`config.mk`:
```
export PLATFORM = sky130hd
export DESIGN_NAME = rd_id_switch
export DESIGN_NICKNAME = d
export VERILOG_FILES = /design/src/rtl/rdsw_pkg.sv /design/src/rtl/rdsw_rr_arb.sv /design/src/rtl/rdsw_ar_mux.sv /design/src/rtl/rdsw_r_demux.sv /design/src/rtl/rd_id_switch.sv
export SDC_FILE = /design/constraint.sdc
export NUM_CORES = 1
export LEC_CHECK = 0
export ABC_AREA = 1
export BUFFER_PORTS_ARGS = -buffer_cell sky130_fd_sc_hd__buf_2
export CAP_MARGIN = 5
export CORE_AREA = 8 8 104 106
export CTS_CLUSTER_SIZE = 12
export DETAILED_ROUTE_END_ITERATION = 7
export DIE_AREA = 0 0 112 114
export GPL_TIMING_DRIVEN = 0
export PLACE_DENSITY = 0.55
export REMOVE_ABC_BUFFERS = 1
export SLEW_MARGIN = 40
export SYNTH_ARGS = -nofsm -noshare
export SYNTH_HDL_FRONTEND = slang
export SYNTH_SLANG_ARGS = --single-unit
```
`constraint.sdc`:
```
create_clock -name clk -period 1.61 [get_ports clk]
set_input_delay 0.322 -clock clk [delete_from_list [all_inputs] [get_ports clk]]
set_output_delay 0.322 -clock clk [all_outputs]
set_load 0.005 [all_outputs]
```
`src/rtl/rdsw_pkg.sv`:
```
package rdsw_pkg;

    localparam int NPORT   = 2;
    localparam int PIDX_W  = 1;
    localparam int LEN_W   = 8;
    localparam int SIZE_W  = 3;
    localparam int BURST_W = 2;
    localparam int RESP_W  = 2;

    typedef logic [PIDX_W-1:0]  port_idx_t;
    typedef logic [LEN_W-1:0]   len_t;
    typedef logic [SIZE_W-1:0]  size_t;
    typedef logic [BURST_W-1:0] burst_t;
    typedef logic [RESP_W-1:0]  resp_t;

    // Request fields that pass through untouched.
    typedef struct packed {
        len_t   len;
        size_t  size;
        burst_t burst;
    } ar_shape_t;

    // Beat fields shared by both initiators.
    typedef struct packed {
        resp_t resp;
        logic  last;
    } r_tail_t;

    typedef enum logic {
        ARB_OPEN = 1'b0,
        ARB_HELD = 1'b1
    } arb_state_e;

    // The favored port wins if it requests; otherwise the other port is picked.
    function automatic port_idx_t rr_choose(input logic [NPORT-1:0] req,
                                            input port_idx_t favored);
        if (req[favored]) begin
            return favored;
        end
        return port_idx_t'(~favored);
    endfunction

endpackage

```
`src/rtl/rdsw_rr_arb.sv`:
```
module rdsw_rr_arb
    import rdsw_pkg::*;
(
    input  logic             clk,
    input  logic             rst,
    input  logic [NPORT-1:0] req,
    input  logic             fwd_ready,
    output logic             gnt_valid,
    output port_idx_t        gnt_idx
);

    arb_state_e state_q;
    port_idx_t  owner_q;
    port_idx_t  favored_q;
    port_idx_t  pick;

    always_comb begin
        pick      = rr_choose(req, favored_q);
        gnt_idx   = (state_q == ARB_HELD) ? owner_q : pick;
        gnt_valid = req[gnt_idx];
    end

    always_ff @(posedge clk) begin
        if (rst) begin
            state_q   <= ARB_OPEN;
            owner_q   <= '0;
            favored_q <= '0;
        end else if (gnt_valid) begin
            if (fwd_ready) begin
                state_q   <= ARB_OPEN;
                favored_q <= port_idx_t'(~gnt_idx);
            end else begin
                state_q   <= ARB_HELD;
                owner_q   <= gnt_idx;
            end
        end
    end

endmodule

```
`src/rtl/rdsw_ar_mux.sv`:
```
module rdsw_ar_mux
    import rdsw_pkg::*;
#(
    parameter int IW = 4,
    parameter int AW = 32
) (
    input  logic [NPORT-1:0][IW-1:0] in_id,
    input  logic [NPORT-1:0][AW-1:0] in_addr,
    input  ar_shape_t [NPORT-1:0]    in_shape,
    input  logic                     gnt_valid,
    input  port_idx_t                gnt_idx,
    input  logic                     out_ready,
    output logic                     out_valid,
    output logic [IW+PIDX_W-1:0]     out_id,
    output logic [AW-1:0]            out_addr,
    output ar_shape_t                out_shape,
    output logic [NPORT-1:0]         in_ready
);

    assign out_valid = gnt_valid;
    assign out_id    = {gnt_idx, in_id[gnt_idx]};
    assign out_addr  = in_addr[gnt_idx];
    assign out_shape = in_shape[gnt_idx];

    for (genvar p = 0; p < NPORT; p++) begin : g_ready
        assign in_ready[p] = out_ready && gnt_valid && (gnt_idx == port_idx_t'(p));
    end

endmodule

```
`src/rtl/rdsw_r_demux.sv`:
```
module rdsw_r_demux
    import rdsw_pkg::*;
#(
    parameter int IW = 4,
    parameter int DW = 32
) (
    input  logic                 t_valid,
    input  logic [IW+PIDX_W-1:0] t_id,
    input  logic [DW-1:0]        t_data,
    input  r_tail_t              t_tail,
    input  logic [NPORT-1:0]     in_ready,
    output logic [NPORT-1:0]     out_valid,
    output logic [IW-1:0]        out_id,
    output logic [DW-1:0]        out_data,
    output r_tail_t              out_tail,
    output logic                 t_ready
);

    localparam int TW = IW + PIDX_W;

    port_idx_t route;

    assign route    = t_id[TW-1 -: PIDX_W];
    assign out_id   = t_id[IW-1:0];
    assign out_data = t_data;
    assign out_tail = t_tail;
    assign t_ready  = in_ready[route];

    for (genvar p = 0; p < NPORT; p++) begin : g_valid
        assign out_valid[p] = t_valid && (route == port_idx_t'(p));
    end

endmodule

```
`src/rtl/rd_id_switch.sv`:
```
module rd_id_switch
    import rdsw_pkg::*;
#(
    parameter int IW = 4,
    parameter int DW = 32,
    parameter int AW = 32
) (
    input  logic                 clk,
    input  logic                 rst,
    input  logic                 i0_arvalid,
    output logic                 i0_arready,
    input  logic [IW-1:0]        i0_arid,
    input  logic [AW-1:0]        i0_araddr,
    input  logic [LEN_W-1:0]     i0_arlen,
    input  logic [SIZE_W-1:0]    i0_arsize,
    input  logic [BURST_W-1:0]   i0_arburst,
    output logic                 i0_rvalid,
    input  logic                 i0_rready,
    output logic [IW-1:0]        i0_rid,
    output logic [DW-1:0]        i0_rdata,
    output logic [RESP_W-1:0]    i0_rresp,
    output logic                 i0_rlast,
    input  logic                 i1_arvalid,
    output logic                 i1_arready,
    input  logic [IW-1:0]        i1_arid,
    input  logic [AW-1:0]        i1_araddr,
    input  logic [LEN_W-1:0]     i1_arlen,
    input  logic [SIZE_W-1:0]    i1_arsize,
    input  logic [BURST_W-1:0]   i1_arburst,
    output logic                 i1_rvalid,
    input  logic                 i1_rready,
    output logic [IW-1:0]        i1_rid,
    output logic [DW-1:0]        i1_rdata,
    output logic [RESP_W-1:0]    i1_rresp,
    output logic                 i1_rlast,
    output logic                 t_arvalid,
    input  logic                 t_arready,
    output logic [IW+PIDX_W-1:0] t_arid,
    output logic [AW-1:0]        t_araddr,
    output logic [LEN_W-1:0]     t_arlen,
    output logic [SIZE_W-1:0]    t_arsize,
    output logic [BURST_W-1:0]   t_arburst,
    input  logic                 t_rvalid,
    output logic                 t_rready,
    input  logic [IW+PIDX_W-1:0] t_rid,
    input  logic [DW-1:0]        t_rdata,
    input  logic [RESP_W-1:0]    t_rresp,
    input  logic                 t_rlast
);

    // Request side: gather per-port fields into arrays.
    logic [NPORT-1:0]          ar_req;
    logic [NPORT-1:0][IW-1:0]  ar_id;
    logic [NPORT-1:0][AW-1:0]  ar_addr;
    ar_shape_t [NPORT-1:0]     ar_shape;
    logic [NPORT-1:0]          ar_rdy;
    ar_shape_t                 fwd_shape;
    logic                      gnt_valid;
    port_idx_t                 gnt_idx;

    assign ar_req      = {i1_arvalid, i0_arvalid};
    assign ar_id       = {i1_arid, i0_arid};
    assign ar_addr     = {i1_araddr, i0_araddr};
    assign ar_shape[0] = '{len: i0_arlen, size: i0_arsize, burst: i0_arburst};
    assign ar_shape[1] = '{len: i1_arlen, size: i1_arsize, burst: i1_arburst};

    rdsw_rr_arb u_arb (
        .clk       (clk),
        .rst       (rst),
        .req       (ar_req),
        .fwd_ready (t_arready),
        .gnt_valid (gnt_valid),
        .gnt_idx   (gnt_idx)
    );

    rdsw_ar_mux #(.IW(IW), .AW(AW)) u_ar_mux (
        .in_id     (ar_id),
        .in_addr   (ar_addr),
        .in_shape  (ar_shape),
        .gnt_valid (gnt_valid),
        .gnt_idx   (gnt_idx),
        .out_ready (t_arready),
        .out_valid (t_arvalid),
        .out_id    (t_arid),
        .out_addr  (t_araddr),
        .out_shape (fwd_shape),
        .in_ready  (ar_rdy)
    );

    assign t_arlen    = fwd_shape.len;
    assign t_arsize   = fwd_shape.size;
    assign t_arburst  = fwd_shape.burst;
    assign i0_arready = ar_rdy[0];
    assign i1_arready = ar_rdy[1];

    // Return side: steer by the tag bit, strip it, share the payload.
    r_tail_t          tail_in;
    r_tail_t          tail_out;
    logic [NPORT-1:0] r_vld;
    logic [IW-1:0]    r_id;
    logic [DW-1:0]    r_data;

    assign tail_in = '{resp: t_rresp, last: t_rlast};

    rdsw_r_demux #(.IW(IW), .DW(DW)) u_r_demux (
        .t_valid   (t_rvalid),
        .t_id      (t_rid),
        .t_data    (t_rdata),
        .t_tail    (tail_in),
        .in_ready  ({i1_rready, i0_rready}),
        .out_valid (r_vld),
        .out_id    (r_id),
        .out_data  (r_data),
        .out_tail  (tail_out),
        .t_ready   (t_rready)
    );

    assign i0_rvalid = r_vld[0];
    assign i1_rvalid = r_vld[1];
    assign i0_rid    = r_id;
    assign i1_rid    = r_id;
    assign i0_rdata  = r_data;
    assign i1_rdata  = r_data;
    assign i0_rresp  = tail_out.resp;
    assign i1_rresp  = tail_out.resp;
    assign i0_rlast  = tail_out.last;
    assign i1_rlast  = tail_out.last;

endmodule

```
==> impl_results.html, run 1 <==
<table>
<tr><th>Metric</th><th>Value</th></tr>
<tr><th colspan="2">Place</th></tr>
<tr><td>Detailed-placement wirelength estimate</td><td>8087 microns</td></tr>
<tr><td>Number of buffers added on ports</td><td>162</td></tr>
<tr><td>Final RePlAce weighted congestion</td><td>0.8260</td></tr>
<tr><td>Total instance count after detailed placement</td><td>459</td></tr>
<tr><th colspan="2">Job</th></tr>
<tr><td>Max_cap viols</td><td>0</td></tr>
<tr><th colspan="2">Global routing</th></tr>
<tr><td>Largest net degree at the start of global routing</td><td>27</td></tr>
<tr><td>Initial antenna violation count</td><td>0</td></tr>
<tr><td>Leftover overflow at the end of global routing</td><td>0</td></tr>
<tr><td>Number of global-route vias before repair</td><td>2,217</td></tr>
<tr><td>All-layer global routing usage</td><td>16.75%</td></tr>
<tr><td>Wire length of the first global-routing pass</td><td>15,320 microns</td></tr>
<tr><th colspan="2">Critical path</th></tr>
<tr><td>Kind of cell adding the most delay to the critical path</td><td>simple AND/OR/NAND/NOR gates</td></tr>
<tr><td>Worst Path Arrival</td><td>1390 ps</td></tr>
<tr><td>CP Buf/Inv Count</td><td>3</td></tr>
<tr><td>R2R setup slack</td><td>140 ps</td></tr>
<tr><td>Required time at the endpoint of the critical path</td><td>1290 ps</td></tr>
<tr><td>Largest fanout on the critical path</td><td>7</td></tr>
<tr><td>Standard cell with the maximum stage delay on the critical path</td><td>sky130_fd_sc_hd__dfxtp_4</td></tr>
<tr><td>Endpoint kind of the worst setup timing path</td><td>output port</td></tr>
<tr><td>Crit start category</td><td>register</td></tr>
<tr><td>Critical Path, Cell by Cell</td><td>inv_4 -&gt; or2_4 -&gt; buf_12 -&gt; nand2_8 -&gt; nand2_2 -&gt; nand2_1 -&gt; buf_2</td></tr>
<tr><td>Kind of critical path</td><td>reg2out</td></tr>
<tr><td>Delay of the slowest cell on the worst path</td><td>350 ps</td></tr>
<tr><th colspan="2">Finish</th></tr>
<tr><td>Proportion of layout cells with a drive suffix above 1</td><td>70.67%</td></tr>
<tr><td>Final-stage net count</td><td>522</td></tr>
<tr><td>Ant diodes</td><td>0</td></tr>
<tr><td>Most frequent cells in the layout</td><td>sky130_fd_sc_hd__buf_2 (156), sky130_fd_sc_hd__nand2_1 (94), sky130_fd_sc_hd__nand2_2 (55)</td></tr>
<tr><td>Area of combinational cells with multiple inputs</td><td>1175 sq um</td></tr>
<tr><td>P&amp;R area growth vs syn</td><td>71.34%</td></tr>
<tr><td>Count of non-filler cells in the finished layout</td><td>486</td></tr>
<tr><td>Filler cell count</td><td>1,001</td></tr>
<tr><td>Leading cell type in the layout, fill and taps excluded</td><td>sky130_fd_sc_hd__buf_2</td></tr>
<tr><td>Combined flip-flop and latch cell area</td><td>66.31 sq um</td></tr>
<tr><th colspan="2">Timing</th></tr>
<tr><td>Smallest hold slack</td><td>306.1 ps</td></tr>
<tr><td>Relative slew margins</td><td>86.78%</td></tr>
<tr><td>Clock Skews</td><td>0.03585 ps</td></tr>
<tr><td>Unrepaired setup endpoints after global routing</td><td>true</td></tr>
<tr><td>Number of max-slew violations in the final report</td><td>0</td></tr>
<tr><td>Timing-limited maximum frequency</td><td>584.1 MHz</td></tr>
<tr><td>Worst slew pin tran</td><td>198.3 ps</td></tr>
<tr><td>Period Utilization, post-route</td><td>106.3%</td></tr>
<tr><td>Final critical delay including setup and external delays</td><td>1712 ps</td></tr>
<tr><td>Final count of negative-setup-slack endpoints</td><td>51</td></tr>
<tr><td>Final setup margin</td><td>-102.0 ps</td></tr>
<tr><td>Final hold viol count</td><td>0</td></tr>
<tr><td>Setup TNS after final layout</td><td>-4273 ps</td></tr>
<tr><th colspan="2">Synth</th></tr>
<tr><td>Library cell occupying the most area in the post-synthesis netlist</td><td>sky130_fd_sc_hd__buf_4</td></tr>
<tr><td>Number of warning messages in the yosys log</td><td>0</td></tr>
<tr><td>Post-synthesis cell count</td><td>275</td></tr>
<tr><td>Top cells by area in the synthesized netlist</td><td>sky130_fd_sc_hd__buf_4 (41%), sky130_fd_sc_hd__nand2_1 (41%), sky130_fd_sc_hd__dfxtp_1 (4.2%)</td></tr>
<tr><td>Post-synthesis instance area</td><td>1436 sq um</td></tr>
<tr><td>Number of register bits inferred by synthesis</td><td>3</td></tr>
<tr><td>Share of the yosys chip area belonging to registers</td><td>4.181%</td></tr>
<tr><td>Synth Area per Inst</td><td>5.223 sq um</td></tr>
<tr><td>Count of unique library cells instantiated by Yosys</td><td>15</td></tr>
<tr><td>Post-synth top area share</td><td>41.29%</td></tr>
<tr><th colspan="2">Route</th></tr>
<tr><td>Total wire length</td><td>11,740 microns</td></tr>
<tr><td>Vias</td><td>2,086</td></tr>
<tr><td>Drt drc</td><td>0</td></tr>
<tr><td>Average vias per placed instance</td><td>4.292</td></tr>
<tr><td>Post-detailed-route count of antenna-violating nets</td><td>0</td></tr>
<tr><td>DR iter-0 viols</td><td>86</td></tr>
<tr><td>Average routed wire per standard cell</td><td>24.16 microns</td></tr>
<tr><td>Detailed-routing iteration count for the pre-antenna-repair pass</td><td>6</td></tr>
<tr><th colspan="2">Floorplan</th></tr>
<tr><td>Standard-cell row count</td><td>35</td></tr>
<tr><td>Die ar.</td><td>12,770 sq um</td></tr>
<tr><td>Die H</td><td>114 microns</td></tr>
<tr><td>Horizontal extent of the die</td><td>112 microns</td></tr>
<tr><td>CORE AREA</td><td>9109 sq um</td></tr>
<tr><td>Number of I/O pins</td><td>280</td></tr>
<tr><td>Initial standard-cell utilization of the core</td><td>15.77%</td></tr>
<tr><th colspan="2">Min path</th></tr>
<tr><td>Worst min path class</td><td>in2reg</td></tr>
<tr><th colspan="2">Clocking</th></tr>
<tr><td>CTS Buf Count</td><td>3</td></tr>
<tr><td>CTS Buffer Depth</td><td>2</td></tr>
<tr><td>Post-CTS clock slew at the launch and capture registers of the worst setup and hold paths</td><td>30 ps</td></tr>
<tr><td>Number of buffers inserted for hold repair after clock tree synthesis</td><td>0</td></tr>
<tr><td>Clock latency reported for the late side of the worst-skew pair</td><td>210 ps</td></tr>
<tr><td>TritonCTS clock tree</td><td>built</td></tr>
<tr><td>Root buf cell</td><td>sky130_fd_sc_hd__clkbuf_8</td></tr>
<tr><td>Number of levels in the clock H-tree</td><td>1</td></tr>
<tr><td>TritonCTS Sinks</td><td>3</td></tr>
<tr><th colspan="2">Pwr</th></tr>
<tr><td>Power density normalized to cell area</td><td>617.7 nW/um^2</td></tr>
<tr><td>Maximum ir drop on the vdd rail</td><td>0.0002211 V</td></tr>
<tr><td>Leakage Power</td><td>0.001465 uW</td></tr>
<tr><th colspan="2">Outcome</th></tr>
<tr><td>Failing checks</td><td>setup timing</td></tr>
<tr><td>Outcome</td><td>finished with violations</td></tr>
</table>
==> kinds of logic after synthesis <==
group | synth area share (%)
compound gates | 1.393
simple gates | 46.34
flops | 4.181
mux | 0.7839
buf+inv | 47.30
==> layer usage <==
metal,vias to the layer above,part of all wire (%),track usage (%),wire [microns]
met5,-,0.56,6.224,66
met4,3,1.0,2.788,118
met3,11,19,14.95,2231
met2,211,44,26.13,5173
met1,897,35,16.22,4152
li1,964,-,-,-
==> flip-flops by register name (all words and copies together) (netlist names) <==
| register | count |
|---|---|
| u_arb.state_q | 1 |
| u_arb.favored_q | 1 |
| u_arb.owner_q | 1 |
==> power breakdown <==
part           internal, uW  switching, uW  total (uW)
combinational           545            671        1220
sequential             81.7           8.13        89.9
clock                   168           45.4         214
==> what timing repair did <==
| action | 4_1_cts | 5_1_grt |
|---|---|---|
| buffers inserted | 9 | 3 |
| gates resized for setup | 62 | 45 |
| setup endpoints to repair | 54 | 53 |
| gates cloned | 8 | 3 |
| pin swaps | 39 | 67 |
==> worst reg2reg max path, cell delays in order (launching register included) <==
cell,delay [ps]
sky130_fd_sc_hd__dfxtp_4,350
sky130_fd_sc_hd__inv_4,50
sky130_fd_sc_hd__or2_4,250
sky130_fd_sc_hd__buf_6,130
sky130_fd_sc_hd__nand2_8,140
sky130_fd_sc_hd__nand2_4,70
sky130_fd_sc_hd__buf_4,130
sky130_fd_sc_hd__buf_4,120
sky130_fd_sc_hd__nand3_1,70
sky130_fd_sc_hd__a21oi_1,50
==> synthesized netlist by cell type <==
library cell              instances
sky130_fd_sc_hd__mux2_2           1
sky130_fd_sc_hd__nand2_4          1
sky130_fd_sc_hd__buf_4           79
sky130_fd_sc_hd__nor2_1           2
sky130_fd_sc_hd__inv_2            1
sky130_fd_sc_hd__buf_6            1
sky130_fd_sc_hd__dfxtp_1          3
sky130_fd_sc_hd__nand2_1        158
sky130_fd_sc_hd__buf_2            9
sky130_fd_sc_hd__or2_4            1
sky130_fd_sc_hd__o21ai_0          1
sky130_fd_sc_hd__a21oi_1          3
sky130_fd_sc_hd__nand3_1          7
sky130_fd_sc_hd__nand3_2          1
sky130_fd_sc_hd__inv_1            7
==> worst paths after layout <==
path                    to  cells past startpoint          start
max           t_araddr[25]                      7  u_arb.state_q
min          u_arb.state_q                      2            rst
max reg2reg  u_arb.state_q                      9  u_arb.state_q
min reg2reg  u_arb.owner_q                      2  u_arb.owner_q
==> layout make-up <==
class | count | share of cell area [%]
Multi-Input combinational cell | 186 | 47.74
Timing Repair Buffer | 174 | 40.77
Tap cell | 111 | 5.643
Sequential cell | 3 | 2.694
Clock buffer | 4 | 1.830
Inverter | 8 | 1.322
==> per-stage QoR <==
step	total power, uW	setup slack [ps]	utilization, %	instance area, sq um
2_1_floorplan	413.5	-436.6	-	787.0
3_3_place_gp	805.6	-1113	19.07	1737
3_5_place_dp	814.5	-300.9	19.15	1744
4_1_cts	1397	-126.0	24.48	2230
5_1_grt	1659	-171.9	27.02	2461
6_report	1520	-102.0	27.02	2461
No activity file was read; power rests on OpenSTA's default activity.
==> inputs of run 2 (changes only) <==
--- a/config.mk
+++ b/config.mk
@@ -15,7 +15,9 @@
 export GPL_TIMING_DRIVEN = 0
 export PLACE_DENSITY = 0.55
 export REMOVE_ABC_BUFFERS = 1
+export SETUP_SLACK_MARGIN = 0.4
 export SLEW_MARGIN = 40
 export SYNTH_ARGS = -nofsm -noshare
 export SYNTH_HDL_FRONTEND = slang
 export SYNTH_SLANG_ARGS = --single-unit
+export TNS_END_PERCENT = 50
==> run 2 against run 1 <==
  * The run still ends with setup timing left
  * Cell count decreased by 0.21%
  * Final area decreased by 1.8%
  * Critical path type unchanged
  * Sequential cell count unchanged
==> impl_results.html, run 2 (same netlist as run 1, synthesis figures left out) <==
<table>
<tr><th>Metric</th><th>Value</th></tr>
<tr><th colspan="2">Outcome</th></tr>
<tr><td>Outcome</td><td>finished with violations</td></tr>
<tr><td>Failing checks</td><td>setup timing</td></tr>
<tr><th colspan="2">Pwr</th></tr>
<tr><td>Total Power</td><td>1500 uW</td></tr>
<tr><td>Maximum ir drop on the vdd rail</td><td>0.0002194 V</td></tr>
<tr><td>Leakage Power</td><td>0.001448 uW</td></tr>
<tr><td>Power density normalized to cell area</td><td>620.4 nW/um^2</td></tr>
<tr><th colspan="2">Clocking</th></tr>
<tr><td>Clock latency reported for the late side of the worst-skew pair</td><td>210 ps</td></tr>
<tr><td>Number of buffers inserted for hold repair after clock tree synthesis</td><td>0</td></tr>
<tr><td>Root buf cell</td><td>sky130_fd_sc_hd__clkbuf_8</td></tr>
<tr><td>Post-CTS clock slew at the launch and capture registers of the worst setup and hold paths</td><td>30 ps</td></tr>
<tr><td>TritonCTS Sinks</td><td>3</td></tr>
<tr><td>TritonCTS clock tree</td><td>built</td></tr>
<tr><td>CTS Buf Count</td><td>3</td></tr>
<tr><td>CTS Buffer Depth</td><td>2</td></tr>
<tr><td>Number of levels in the clock H-tree</td><td>1</td></tr>
<tr><th colspan="2">Timing</th></tr>
<tr><td>Clock Skews</td><td>0.4046 ps</td></tr>
<tr><td>Period Utilization, post-route</td><td>106.6%</td></tr>
<tr><td>Timing-limited maximum frequency</td><td>582.8 MHz</td></tr>
<tr><td>Worst slew pin tran</td><td>189.9 ps</td></tr>
<tr><td>Final count of negative-setup-slack endpoints</td><td>51</td></tr>
<tr><td>Final setup margin</td><td>-105.8 ps</td></tr>
<tr><td>Number of max-slew violations in the final report</td><td>0</td></tr>
<tr><td>Final critical delay including setup and external delays</td><td>1716 ps</td></tr>
<tr><td>Final hold viol count</td><td>0</td></tr>
<tr><td>Unrepaired setup endpoints after global routing</td><td>true</td></tr>
<tr><td>Relative slew margins</td><td>87.20%</td></tr>
<tr><th colspan="2">Finish</th></tr>
<tr><td>Count of non-filler cells in the finished layout</td><td>485</td></tr>
<tr><td>Ant diodes</td><td>0</td></tr>
<tr><td>Final cell utilization of the core</td><td>26.54%</td></tr>
<tr><td>Final-stage net count</td><td>521</td></tr>
<tr><td>Most frequent cells in the layout</td><td>sky130_fd_sc_hd__buf_2 (157), sky130_fd_sc_hd__nand2_1 (106), sky130_fd_sc_hd__nand2_2 (46)</td></tr>
<tr><td>Proportion of layout cells with a drive suffix above 1</td><td>67.65%</td></tr>
<tr><td>Largest registers in the final layout</td><td>u_arb.favored_q (1), u_arb.owner_q (1), u_arb.state_q (1)</td></tr>
<tr><td>P&amp;R area growth vs syn</td><td>68.29%</td></tr>
<tr><td>Leading cell type in the layout, fill and taps excluded</td><td>sky130_fd_sc_hd__buf_2</td></tr>
<tr><th colspan="2">Place</th></tr>
<tr><td>Detailed-placement wirelength estimate</td><td>8087 microns</td></tr>
<tr><td>Final RePlAce weighted congestion</td><td>0.8260</td></tr>
<tr><td>Post-Place Setup Slack</td><td>-300.9 ps</td></tr>
<tr><td>Number of buffers added on ports</td><td>162</td></tr>
<tr><td>Total instance count after detailed placement</td><td>459</td></tr>
<tr><th colspan="2">Floorplan</th></tr>
<tr><td>Initial standard-cell utilization of the core</td><td>15.77%</td></tr>
<tr><td>Horizontal extent of the die</td><td>112 microns</td></tr>
<tr><td>CORE AREA</td><td>9109 sq um</td></tr>
<tr><td>Standard-cell row count</td><td>35</td></tr>
<tr><td>Die H</td><td>114 microns</td></tr>
<tr><td>Number of I/O pins</td><td>280</td></tr>
<tr><td>Die ar.</td><td>12,770 sq um</td></tr>
<tr><th colspan="2">Global routing</th></tr>
<tr><td>Leftover overflow at the end of global routing</td><td>0</td></tr>
<tr><td>All-layer global routing usage</td><td>16.76%</td></tr>
<tr><td>Number of global-route vias before repair</td><td>2,223</td></tr>
<tr><td>Largest net degree at the start of global routing</td><td>27</td></tr>
<tr><td>Wire length of the first global-routing pass</td><td>15,330 microns</td></tr>
<tr><td>Initial antenna violation count</td><td>0</td></tr>
<tr><th colspan="2">Critical path</th></tr>
<tr><td>Critical Path, Cell by Cell</td><td>inv_4 -&gt; or2_4 -&gt; buf_12 -&gt; nand2_8 -&gt; nand2_2 -&gt; nand2_1 -&gt; buf_2</td></tr>
<tr><td>Standard cell with the maximum stage delay on the critical path</td><td>sky130_fd_sc_hd__dfxtp_4</td></tr>
<tr><td>Kind of critical path</td><td>reg2out</td></tr>
<tr><td>Delay of the slowest cell on the worst path</td><td>350 ps</td></tr>
<tr><td>Worst Path Arrival</td><td>1390 ps</td></tr>
<tr><td>Required time at the endpoint of the critical path</td><td>1290 ps</td></tr>
<tr><td>Endpoint kind of the worst setup timing path</td><td>output port</td></tr>
<tr><td>Crit start category</td><td>register</td></tr>
<tr><td>Largest fanout on the critical path</td><td>7</td></tr>
<tr><th colspan="2">Route</th></tr>
<tr><td>Drt drc</td><td>0</td></tr>
<tr><td>Post-detailed-route count of antenna-violating nets</td><td>0</td></tr>
<tr><td>Total wire length</td><td>11,820 microns</td></tr>
<tr><td>Average vias per placed instance</td><td>4.268</td></tr>
<tr><td>Detailed-routing iteration count for the pre-antenna-repair pass</td><td>4</td></tr>
<tr><td>Average routed wire per standard cell</td><td>24.38 microns</td></tr>
<tr><td>Vias</td><td>2,070</td></tr>
<tr><td>DR iter-0 viols</td><td>109</td></tr>
<tr><th colspan="2">Min path</th></tr>
<tr><td>Worst min path class</td><td>in2reg</td></tr>
<tr><th colspan="2">Job</th></tr>
<tr><td>Max_cap viols</td><td>0</td></tr>
</table>
run 2: changes by cell type in the layout (fill, tap and decap cells not counted), sizes merged:
| cell | before | now |
|---|---|---|
| buf | 174 | 173 |
run 2: layout make-up:
class | instances | area (sq um)
clock buffers | 4 | 45.04
fillers | 1003 | 6691
inverters | 8 | 32.53
multi-input cells | 186 | 1130
flip-flops and latches | 3 | 68.82
well taps | 111 | 138.9
repair buffers | 173 | 1002
run 2: power by group:
part           leakage (uW)  internal (uW)  switching, uW
sequential        0.0000264           81.0           8.12
clock             0.0000228            169           45.9
combinational       0.00140            539            658
total               0.00145            788            712
run 2: final timing paths:
check                 from               to  slack (ps)  cells past startpoint
max          u_arb.state_q     t_araddr[25]        -110                      7
min                    rst  u_arb.favored_q         320                      2
max reg2reg  u_arb.state_q    u_arb.state_q         270                      8
min reg2reg  u_arb.owner_q    u_arb.owner_q         510                      2
run 2: timing repair:
item                       in CTS  in global routing
resized for setup              55                 40
pin swaps                      33                 48
gates cloned                    8                  3
setup endpoints to repair      56                 57
setup buffers                   9                  2
run 2: layer usage:
metal	routed length, microns	track usage [%]	share of wire [%]	vias up
li1	-	-	-	961
met1	4347	16.25	37	896
met2	5207	26.13	44	199
met3	2080	14.95	18	11
met4	116	2.788	0.98	3
met5	69	6.224	0.58	-
run 2: worst max-delay path: cells and delay by family (launching register included):
kind                   cells  cell delay [ps]
buffers and inverters      3              330
DFF                        1              350
and+or+nand+nor            4              470
run 2: metrics by stage:
step / instance area (sq um) / hold WS (ps) / TNS, ps
floorplan: 787.0 / 391.1 / -13850
global placement: 1737 / 466.9 / -47840
detailed placement: 1744 / 473.8 / -9203
CTS: 2213 / 303.8 / -5703
global route: 2417 / 314.5 / -7140
finish: 2417 / 315.2 / -4291
